**src/rtl/alu_pkg.sv**
```systemverilog
package alu_pkg;

  typedef enum logic [4:0] {
    OP_ADD  = 5'd0,
    OP_ADC  = 5'd1,
    OP_SUB  = 5'd2,
    OP_SBC  = 5'd3,
    OP_CMP  = 5'd4,
    OP_CPC  = 5'd5,
    OP_CPSE = 5'd6,
    OP_NEG  = 5'd7,
    OP_COM  = 5'd8,
    OP_INC  = 5'd9,
    OP_DEC  = 5'd10,
    OP_AND  = 5'd11,
    OP_OR   = 5'd12,
    OP_MOV  = 5'd13,
    OP_SWAP = 5'd14,
    OP_ROL  = 5'd15,
    OP_LSL  = 5'd16,
    OP_ROR  = 5'd17,
    OP_LSR  = 5'd18
  } alu_op_e;

  localparam int OP_W   = 5;
  localparam int FLAG_W = 6;

  // bit 0 = carry ... bit 5 = half-carry
  typedef struct packed {
    logic h;
    logic s;
    logic v;
    logic n;
    logic z;
    logic c;
  } flag_t;

  typedef enum logic [1:0] {
    Y_B   = 2'd0,
    Y_ONE = 2'd1,
    Y_A   = 2'd2
  } ysel_e;

  typedef struct packed {
    logic  sub;
    logic  x_zero;
    ysel_e y_sel;
    logic  cin_en;
    logic  use_bitop;
    logic  wr;
    logic  skip_chk;
    logic  upd_c;
    logic  upd_z;
    logic  upd_nvs;
    logic  upd_h;
    logic  z_sticky;
  } ctrl_t;

endpackage

```
**src/rtl/alu_decode.sv**
```systemverilog
module alu_decode
  import alu_pkg::*;
(
  input  logic [OP_W-1:0] op,
  output ctrl_t           ctrl
);

  always_comb begin
    ctrl = '0;
    ctrl.y_sel = Y_B;
    case (op)
      OP_ADD, OP_ADC: begin
        ctrl.cin_en  = (op == OP_ADC);
        ctrl.wr      = 1'b1;
        ctrl.upd_c   = 1'b1;
        ctrl.upd_z   = 1'b1;
        ctrl.upd_nvs = 1'b1;
        ctrl.upd_h   = 1'b1;
      end
      OP_SUB, OP_SBC, OP_CMP, OP_CPC: begin
        ctrl.sub      = 1'b1;
        ctrl.cin_en   = (op == OP_SBC) || (op == OP_CPC);
        ctrl.z_sticky = (op == OP_SBC) || (op == OP_CPC);
        ctrl.wr       = (op == OP_SUB) || (op == OP_SBC);
        ctrl.upd_c    = 1'b1;
        ctrl.upd_z    = 1'b1;
        ctrl.upd_nvs  = 1'b1;
        ctrl.upd_h    = 1'b1;
      end
      OP_CPSE: begin
        ctrl.sub      = 1'b1;
        ctrl.skip_chk = 1'b1;
      end
      OP_NEG: begin
        ctrl.sub     = 1'b1;
        ctrl.x_zero  = 1'b1;
        ctrl.y_sel   = Y_A;
        ctrl.wr      = 1'b1;
        ctrl.upd_c   = 1'b1;
        ctrl.upd_z   = 1'b1;
        ctrl.upd_nvs = 1'b1;
        ctrl.upd_h   = 1'b1;
      end
      OP_INC, OP_DEC: begin
        ctrl.sub     = (op == OP_DEC);
        ctrl.y_sel   = Y_ONE;
        ctrl.wr      = 1'b1;
        ctrl.upd_z   = 1'b1;
        ctrl.upd_nvs = 1'b1;
      end
      OP_COM, OP_ROL, OP_LSL, OP_ROR, OP_LSR: begin
        ctrl.use_bitop = 1'b1;
        ctrl.wr        = 1'b1;
        ctrl.upd_c     = 1'b1;
        ctrl.upd_z     = 1'b1;
        ctrl.upd_nvs   = 1'b1;
      end
      OP_AND, OP_OR: begin
        ctrl.use_bitop = 1'b1;
        ctrl.wr        = 1'b1;
        ctrl.upd_z     = 1'b1;
        ctrl.upd_nvs   = 1'b1;
      end
      OP_MOV, OP_SWAP: begin
        ctrl.use_bitop = 1'b1;
        ctrl.wr        = 1'b1;
      end
      default: ;
    endcase
  end

endmodule

```
**src/rtl/alu_addsub.sv**
```systemverilog
module alu_addsub #(
  parameter int W = 8
) (
  input  logic         sub,
  input  logic [W-1:0] x,
  input  logic [W-1:0] y,
  input  logic         cin,
  output logic [W-1:0] r,
  output logic         cout,
  output logic         hout,
  output logic         vout
);

  localparam int HALF = W / 2;

  logic [W:0]    full;
  logic [HALF:0] low;
  logic [W:0]    cin_w;
  logic [HALF:0] cin_h;

  assign cin_w = {{W{1'b0}}, cin};
  assign cin_h = {{HALF{1'b0}}, cin};

  always_comb begin
    if (sub) begin
      full = {1'b0, x} - {1'b0, y} - cin_w;
      low  = {1'b0, x[HALF-1:0]} - {1'b0, y[HALF-1:0]} - cin_h;
    end else begin
      full = {1'b0, x} + {1'b0, y} + cin_w;
      low  = {1'b0, x[HALF-1:0]} + {1'b0, y[HALF-1:0]} + cin_h;
    end
  end

  assign r    = full[W-1:0];
  assign cout = full[W];
  assign hout = low[HALF];

  always_comb begin
    if (sub)
      vout = (x[W-1] != y[W-1]) && (r[W-1] != x[W-1]);
    else
      vout = (x[W-1] == y[W-1]) && (r[W-1] != x[W-1]);
  end

endmodule

```
**src/rtl/alu_bitops.sv**
```systemverilog
module alu_bitops
  import alu_pkg::*;
#(
  parameter int W = 8
) (
  input  logic [OP_W-1:0] op,
  input  logic [W-1:0]    a,
  input  logic [W-1:0]    b,
  input  logic            cin,
  output logic [W-1:0]    r,
  output logic            cout,
  output logic            vout
);

  localparam int HALF = W / 2;

  logic is_shift;

  always_comb begin
    r        = '0;
    cout     = cin;
    is_shift = 1'b0;
    case (op)
      OP_COM:  begin r = ~a; cout = 1'b1; end
      OP_AND:  r = a & b;
      OP_OR:   r = a | b;
      OP_MOV:  r = b;
      OP_SWAP: r = {a[HALF-1:0], a[W-1:HALF]};
      OP_ROL:  begin r = {a[W-2:0], cin};  cout = a[W-1]; is_shift = 1'b1; end
      OP_LSL:  begin r = {a[W-2:0], 1'b0}; cout = a[W-1]; is_shift = 1'b1; end
      OP_ROR:  begin r = {cin, a[W-1:1]};  cout = a[0];   is_shift = 1'b1; end
      OP_LSR:  begin r = {1'b0, a[W-1:1]}; cout = a[0];   is_shift = 1'b1; end
      default: ;
    endcase
    vout = is_shift ? (r[W-1] ^ cout) : 1'b0;
  end

endmodule

```
**src/rtl/byte_alu.sv**
```systemverilog
module byte_alu
  import alu_pkg::*;
#(
  parameter int W = 8
) (
  input  logic              clk,
  input  logic              rst_n,
  input  logic              exec,
  input  logic [OP_W-1:0]   op,
  input  logic [W-1:0]      opnd_a,
  input  logic [W-1:0]      opnd_b,
  output logic [W-1:0]      result,
  output logic              wr_en,
  output logic              skip,
  output logic [FLAG_W-1:0] flags_nxt,
  output logic [FLAG_W-1:0] flags
);

  ctrl_t        ctrl;
  flag_t        cur;
  flag_t        upd;
  flag_t        nxt;
  logic [W-1:0] x_in;
  logic [W-1:0] y_in;
  logic         cin;
  logic [W-1:0] as_r;
  logic         as_c;
  logic         as_h;
  logic         as_v;
  logic [W-1:0] bo_r;
  logic         bo_c;
  logic         bo_v;
  logic         raw_c;
  logic         raw_v;
  logic         res_zero;

  alu_decode u_dec (
    .op   (op),
    .ctrl (ctrl)
  );

  assign x_in = ctrl.x_zero ? '0 : opnd_a;

  always_comb begin
    case (ctrl.y_sel)
      Y_ONE:   y_in = {{(W-1){1'b0}}, 1'b1};
      Y_A:     y_in = opnd_a;
      default: y_in = opnd_b;
    endcase
  end

  assign cin = ctrl.cin_en & cur.c;

  alu_addsub #(.W(W)) u_as (
    .sub  (ctrl.sub),
    .x    (x_in),
    .y    (y_in),
    .cin  (cin),
    .r    (as_r),
    .cout (as_c),
    .hout (as_h),
    .vout (as_v)
  );

  alu_bitops #(.W(W)) u_bo (
    .op   (op),
    .a    (opnd_a),
    .b    (opnd_b),
    .cin  (cur.c),
    .r    (bo_r),
    .cout (bo_c),
    .vout (bo_v)
  );

  assign result   = ctrl.use_bitop ? bo_r : as_r;
  assign raw_c    = ctrl.use_bitop ? bo_c : as_c;
  assign raw_v    = ctrl.use_bitop ? bo_v : as_v;
  assign res_zero = (result == '0);

  always_comb begin
    upd   = cur;
    upd.c = ctrl.upd_c ? raw_c : cur.c;
    if (ctrl.upd_z)
      upd.z = ctrl.z_sticky ? (res_zero & cur.z) : res_zero;
    if (ctrl.upd_nvs) begin
      upd.n = result[W-1];
      upd.v = raw_v;
      upd.s = result[W-1] ^ raw_v;
    end
    upd.h = ctrl.upd_h ? as_h : cur.h;
  end

  assign nxt = exec ? upd : cur;

  always_ff @(posedge clk) begin
    if (!rst_n)
      cur <= '0;
    else
      cur <= nxt;
  end

  assign flags     = cur;
  assign flags_nxt = nxt;
  assign wr_en     = exec & ctrl.wr;
  assign skip      = exec & ctrl.skip_chk & (as_r == '0);

endmodule

```
**config.mk**
```make
export PLATFORM = sky130hd
export DESIGN_NAME = byte_alu
export DESIGN_NICKNAME = d
export VERILOG_FILES = /design/src/rtl/alu_pkg.sv /design/src/rtl/alu_decode.sv /design/src/rtl/alu_addsub.sv /design/src/rtl/alu_bitops.sv /design/src/rtl/byte_alu.sv
export SDC_FILE = /design/constraint.sdc
export NUM_CORES = 1
export LEC_CHECK = 0
export BUFFER_PORTS_ARGS = -buffer_cell sky130_fd_sc_hd__buf_2
export CAP_MARGIN = 40
export CELL_PAD_IN_SITES_DETAIL_PLACEMENT = 0
export CELL_PAD_IN_SITES_GLOBAL_PLACEMENT = 2
export CORE_ASPECT_RATIO = 0.75
export CORE_MARGIN = 2
export CORE_UTILIZATION = 29
export DETAILED_ROUTE_END_ITERATION = 7
export GPL_ROUTABILITY_DRIVEN = 0
export PLACE_DENSITY_LB_ADDON = 0.15
export SYNTH_ARGS = -nofsm -noshare
export SYNTH_HDL_FRONTEND = slang
export SYNTH_SLANG_ARGS = --single-unit
```
**constraint.sdc**
```tcl
create_clock -name clk -period 3.9 [get_ports clk]
set_clock_uncertainty 0.2 [all_clocks]
set_input_delay 0.195 -clock clk [delete_from_list [all_inputs] [get_ports clk]]
set_output_delay 0.195 -clock clk [all_outputs]
set_load 0.005 [all_outputs]
```
# After elaboration in Yosys (flattened, before gate mapping)
# Index checks and enable logic that the tools add are counted.
[word_totals] register_bits=6 in_bits=24
[op_classes] addsub=8 n_eq_ne=23 n_mux=29 bitwise=10 reduce_logical=19
[op_table] cell="8-bit case mux with 9 select lines" count=1
[op_table] cell="5-bit by 4-bit equality test with 1-bit output, second input constant" count=8
[op_table] cell="5-bit by 3-bit equality test with 1-bit output, second input constant" count=4
[op_table] cell="8-bit logical NOT" count=2
[op_table] cell="8-bit two-way mux" count=2
[op_table] cell="8-bit case mux with 2 select lines" count=1
[op_table] cell="16-bit OR reduction" count=1
[op_table] cell="5-bit equality test, second input constant" count=3
[op_table] cell="1-bit two-way mux" count=15
[op_table] cell="14-bit OR reduction" count=1
[op_table] cell="12-bit OR reduction" count=1
[op_table] cell="5-bit by 2-bit equality test with 1-bit output, second input constant" count=2
[op_table] cell="8-bit by 8-bit adder with 9-bit output" count=1
[op_table] cell="9-bit by 1-bit adder with 9-bit output" count=1
[op_table] cell="9-bit two-way mux" count=1
[op_table] cell="9-bit OR reduction" count=1
[op_table] cell="8-bit by 8-bit subtractor with 9-bit output" count=1
[op_table] cell="9-bit by 1-bit subtractor with 9-bit output" count=1
[op_table] cell="8-bit AND" count=1
[op_table] cell="8-bit NOT" count=1
[op_table] cell="8-bit bitwise OR" count=1
[op_table] cell="2-bit OR reduction" count=4
[op_table] cell="4-bit OR reduction" count=2
[op_table] cell="7-bit OR reduction" count=1
[op_table] cell="other kinds (22)" count=32

# Depth between registers and ports, before layout
[logic_depth] ltp_word=15 mapped_depth=19 depth_no_buf=17

# Hierarchy
# Synthesis repeated with hierarchy kept, for this count alone.
[hier_totals] hier_cells=360 hier_area_um2=2538.7
[modules_own_cells] mod="alu_addsub" instances=1 cells_per_inst=134 area_each_um2=996.0
[modules_own_cells] mod="byte_alu" instances=1 cells_per_inst=89 area_each_um2=644.4
[modules_own_cells] mod="alu_bitops" instances=1 cells_per_inst=96 area_each_um2=643.1
[modules_own_cells] mod="alu_decode" instances=1 cells_per_inst=41 area_each_um2=255.2

# Worst setup path after synthesis
# No wires, ideal clock.
[synth_path] path_type="input-to-output" start="in op[1]" end="out flags_nxt[1]" arrival_time_ps=3996 required_time_ps=3505 path_slack_ps=-491 cell_stages=18 path_buffers=3 path_cell_list="buf_4 -> and2_1 -> buf_6 -> nand3_1 -> ha_1 -> clkbuf_1 -> o21a_1 -> inv_1 -> fa_1 -> inv_1 -> ha_1 -> nand4_1 -> a31oi_4 -> o41ai_4 -> xnor2_1 -> a2111o_1 -> or2_1 -> o31ai_1"
[synth_between] elab_chain_len=14 elab_cells_between_ends=50 cone_classes="add/sub (4); eq/ne (20); mux (15); bitwise (2); reduce/logical (9)"
[synth_rtl] element="start: declaration" line="byte_alu.sv:9" text="input logic [OP_W-1:0] op,"
[synth_rtl] element="5-bit by 4-bit equality test with 1-bit output (on tied branches)" line="alu_decode.sv:11, alu_decode.sv:45"
[synth_rtl] element="2-bit OR reduction"
[synth_rtl] element="2-bit case mux with 2 select lines" line="alu_decode.sv:11" text="case (op)"
[synth_rtl] element="2-bit equality test / 2-bit by 1-bit equality test with 1-bit output (equally long branches)" line="byte_alu.sv:45" text="case (ctrl.y_sel)"
[synth_rtl] element="8-bit case mux with 2 select lines" line="byte_alu.sv:45"
[synth_rtl] element="8-bit by 8-bit adder with 9-bit output / 8-bit by 8-bit subtractor with 9-bit output (equally long branches)" line="alu_addsub.sv:29, alu_addsub.sv:26"
[synth_rtl] element="9-bit by 1-bit adder with 9-bit output / 9-bit by 1-bit subtractor with 9-bit output (equally long branches)" line="alu_addsub.sv:29, alu_addsub.sv:26"
[synth_rtl] element="9-bit two-way mux" line="alu_addsub.sv:25" text="if (sub) begin"
[synth_rtl] element="8-bit two-way mux *" line="byte_alu.sv:75" text="assign result = ctrl.use_bitop ? bo_r : as_r;"
[synth_rtl] element="named net result[7]" line="byte_alu.sv:12" text="output logic [W-1:0] result,"
[synth_rtl] element="8-bit logical NOT *" line="byte_alu.sv:78" text="assign res_zero = (result == '0);"
[synth_rtl] element="1-bit AND" line="byte_alu.sv:84" text="upd.z = ctrl.z_sticky ? (res_zero & cur.z) : res_zero;"
[synth_rtl] element="1-bit two-way mux *" line="byte_alu.sv:84"
[synth_rtl] element="1-bit two-way mux *" line="byte_alu.sv:83" text="if (ctrl.upd_z)"
[synth_rtl] element="6-bit two-way mux *" line="byte_alu.sv:93" text="assign nxt = exec ? upd : cur;"
[synth_rtl] element="end: declaration" line="byte_alu.sv:15" text="output logic [FLAG_W-1:0] flags_nxt,"
# Mark *: on every way through the listed nets, which the timed path passes. The rest lies on a longest branch.

# Final worst setup path
[layout_path] start="in op[2]" end="out flags_nxt[1]"
[layout_between] elab_chain_len=14 elab_cells_between_ends=50 cone_classes="add/sub (4); eq/ne (20); mux (15); bitwise (2); reduce/logical (9)"
[layout_rtl] element="5-bit by 4-bit equality test with 1-bit output (on tied branches)" line="alu_decode.sv:11, alu_decode.sv:45"
[layout_rtl] element="2-bit OR reduction"
[layout_rtl] element="2-bit case mux with 2 select lines" line="alu_decode.sv:11"
[layout_rtl] element="2-bit equality test / 2-bit by 1-bit equality test with 1-bit output (equally long branches)" line="byte_alu.sv:45"
[layout_rtl] element="8-bit case mux with 2 select lines" line="byte_alu.sv:45"
[layout_rtl] element="8-bit by 8-bit adder with 9-bit output / 8-bit by 8-bit subtractor with 9-bit output (equally long branches)" line="alu_addsub.sv:29, alu_addsub.sv:26"
[layout_rtl] element="9-bit by 1-bit adder with 9-bit output / 9-bit by 1-bit subtractor with 9-bit output (equally long branches)" line="alu_addsub.sv:29, alu_addsub.sv:26"
[layout_rtl] element="9-bit two-way mux" line="alu_addsub.sv:25"
[layout_rtl] element="8-bit two-way mux" line="byte_alu.sv:75"
[layout_rtl] element="8-bit logical NOT" line="byte_alu.sv:78"
[layout_rtl] element="1-bit AND" line="byte_alu.sv:84"
[layout_rtl] element="1-bit two-way mux" line="byte_alu.sv:84"
[layout_rtl] element="1-bit two-way mux *" line="byte_alu.sv:83"
[layout_rtl] element="6-bit two-way mux *" line="byte_alu.sv:93"
# Mark *: on every way between the ends. The rest lies on a longest branch, timed or not.

==> metrics <==
Via density around 5.5; number of diodes 0; H-tree Lvls 1; Top cell by count, worst path ha_4; hpwl dp 8086 um; Hold Buf Count CTS 0; drt initial violations 186; Worst Setup Start Kind input pin; Layout Cells excl Fill 541; NetSw roughly 0.39 mW; Synth Instances 338; via count 2,988; initial antenna violation count 0; filler instances 890; Synth warnings 0; Overflow after GRT 0; Syn Nets 387; Die Wd 110.1 um; Peak VDD IR 320.7 uV; overall routing resource usage 0.2189; Setup crit end kind output port; outcome finished, violations left; nets 484; final hold violation count 0; Final min period 4180 ps; initial core utilization 0.2936; Initial DRT Pass Iterations 5; Netlist Area Pre-Place 2450 sq um; Worst path max stage delay between 400 and 500 ps; vias in the first global route 2,846; CP Class input pin to output port; antenna viol nets, final 0; arrival time worst endpoint 3790 ps; Async SR Flop Fraction 0; floorplan row count 29; slew margin rel. 0.5206; clk buf depth 2; crit path max fanout 5; FF-to-FF setup slack 430 ps; detailed-route DRC error count 0; dominant synthesized flop cell dfxtp_1; CP top delay family compound AO/OA/AOI/OAI gates; crit path max-delay cell type a2111o_1; die area 9207 sq um; synth unique cells 71; fin. max-slew vios 0; Sequential Power Share 0.073; clk sinks 6; Max-Cap Viols 0; share of cells above drive strength 1 0.3995; Leakage 1.640 nW; Largest register FFs 6; global-route wire length before repair 15,680 um; Worst Path Buf+Inv 4; # IOs 46; Die Span Y 83.60 um; critical path cell sequence buf_6 > or3b_4 > nor2_4 > ha_4 > buf_6 > a22o_4 > ha_4 > inv_4 > ha_4 > o211ai_1 > nand2_2 > o41ai_4 > xnor2_1 > a2111o_1 > or2_1 > o31ai_2 > buf_2; clk_lat worst skew ~230 ps; Final Cell Area ~3600 sq um; clk root buf clkbuf_16; Mapped Avg Cell Area roughly 7.2 sq um; Core Region approximately 8300 sq um; HP Class input pin to register; Syn-to-layout area delta 47.91%; most frequent cells in the layout buf_4, buf_2, nand2_1, inv_1, nor2_1; DR WL/cell 18.74 um; utilization after layout 0.4342; placed cells 526; CTS tree done; FF+latch count, synth 6; Pint 0.5526 mW; Critical Path RT between 3000 and 4000 ps; RSZ-0062 raised after global routing true; violations in the final reports setup timing; port bufs between 40 and 50; Final setup viols 6; TritonCTS Buffers 3; sequential area share after synthesis 0.04903; final WL a little over 10,000 um; Slew @ Worst Pin 716.5 ps; Logic pwr share 0.752; CTS clock-pin slew for the worst setup and hold paths 30 ps; fmax 239.2 MHz; placed cell areas 3216 sq um; slack of the critical path -280.2 ps; number of enable flip-flop cells after synthesis 0; commonest non-fill, non-tap cell in the layout buf_4; fin crit share 1.072; net switching fraction of the power 0.4133; pin count of the biggest net entering global routing 24; Power Dens Cells 259.9 nW/um^2; Clock Power Share 0.175
==> worst register-to-register path: stages, from the launching register on <==
cell and delay [ps]:
dfxtp_1 410, and2_1 170, nand3_1 190, inv_1 150, fa_2 210, inv_2 50, ha_4 160, o211ai_1 190
nand2_2 120, o41ai_4 370, xnor2_1 140, a2111o_1 440, or2_1 260, buf_4 140, o41ai_2 180
==> cell type report <==
type | instances | area (sq um) | share of cell area
Tap cell | 108 | 135.1 | 0.03729
Sequential cell | 6 | 120.1 | 0.03315
Clock buffer | 3 | 75.07 | 0.02072
Multi-Input combinational cell | 279 | 2374 | 0.6550
Inverter | 29 | 111.4 | 0.03073
Timing Repair Buffer | 116 | 808.3 | 0.2231
==> power by group through the flow <==
stage,logic [mW],registers (mW),clock network (mW)
3_3_place_gp,0.606,0.0692,0
3_5_place_dp,0.602,0.0693,0
4_1_cts,0.659,0.0685,0.168
6_report,0.708,0.0687,0.165
2_1_floorplan,0.349,0.0691,0
5_1_grt,0.765,0.0693,0.175
==> stage by stage <==
step                power, mW  setup WS (ps)  hold WS, ps  TNS [ps]
detailed placement     0.6710         -425.2        282.2     -3621
global route            1.009         -401.5        65.34     -1851
CTS                    0.8955         -288.2        48.93    -941.8
global placement       0.6754         -415.8        273.3     -3102
floorplan              0.4178         -64.09        116.7    -125.9
finish                 0.9419         -280.2        58.00     -1029
==> cells in the mapped netlist (9+ instances only) <==
cell	number	area, sq um
a21oi_1	16	80.08
a22o_1	10	87.58
and2_1	10	62.56
clkbuf_1	10	37.54
ha_1	21	262.8
inv_1	29	108.9
nand2_1	26	97.59
nand3_1	13	65.06
nor2_1	24	90.09
o211ai_1	11	82.58
o21ai_0	9	45.04
xnor2_1	9	78.83
==> kinds of logic after synthesis <==
logic type / after synthesis / synth area share
AOI/OAI and AO/OA: 112 / 0.3621
xor gates and xnor gates: 15 / 0.05924
adders and majority gates: 25 / 0.1399
buffers and inverters: 53 / 0.09857
DFF: 6 / 0.04903
muxes: 5 / 0.02094
and+or+nand+nor: 122 / 0.2702
==> metal layers <==
metal | track usage | vias to the layer above | share of wire | routed length (um)
met4 | 0.01932 | 0 | 0.0039 | 40
li1 | - | 1455 | - | -
met5 | 0 | - | 0 | 0
met1 | 0.3564 | 1433 | 0.51 | 5152
met2 | 0.3173 | 95 | 0.43 | 4386
met3 | 0.01874 | 5 | 0.055 | 560
==> path summary, 6_finish.rpt <==
path / from / end / depth (start not counted)
hold / removal: rst_n / flags[5] / 2
setup / recovery: op[2] / flags_nxt[1] / 17
setup reg to reg: flags[0] / flags[1] / 14
hold reg to reg: flags[1] / flags[1] / 2
==> what timing repair did <==
action / CTS / global route
buffers inserted: 9 / 6
resized for setup: 33 / 19
endpoints found under the setup margin: 12 / 13
pin swaps: 22 / 16
Note: power is estimated with default switching activity, not from simulation.
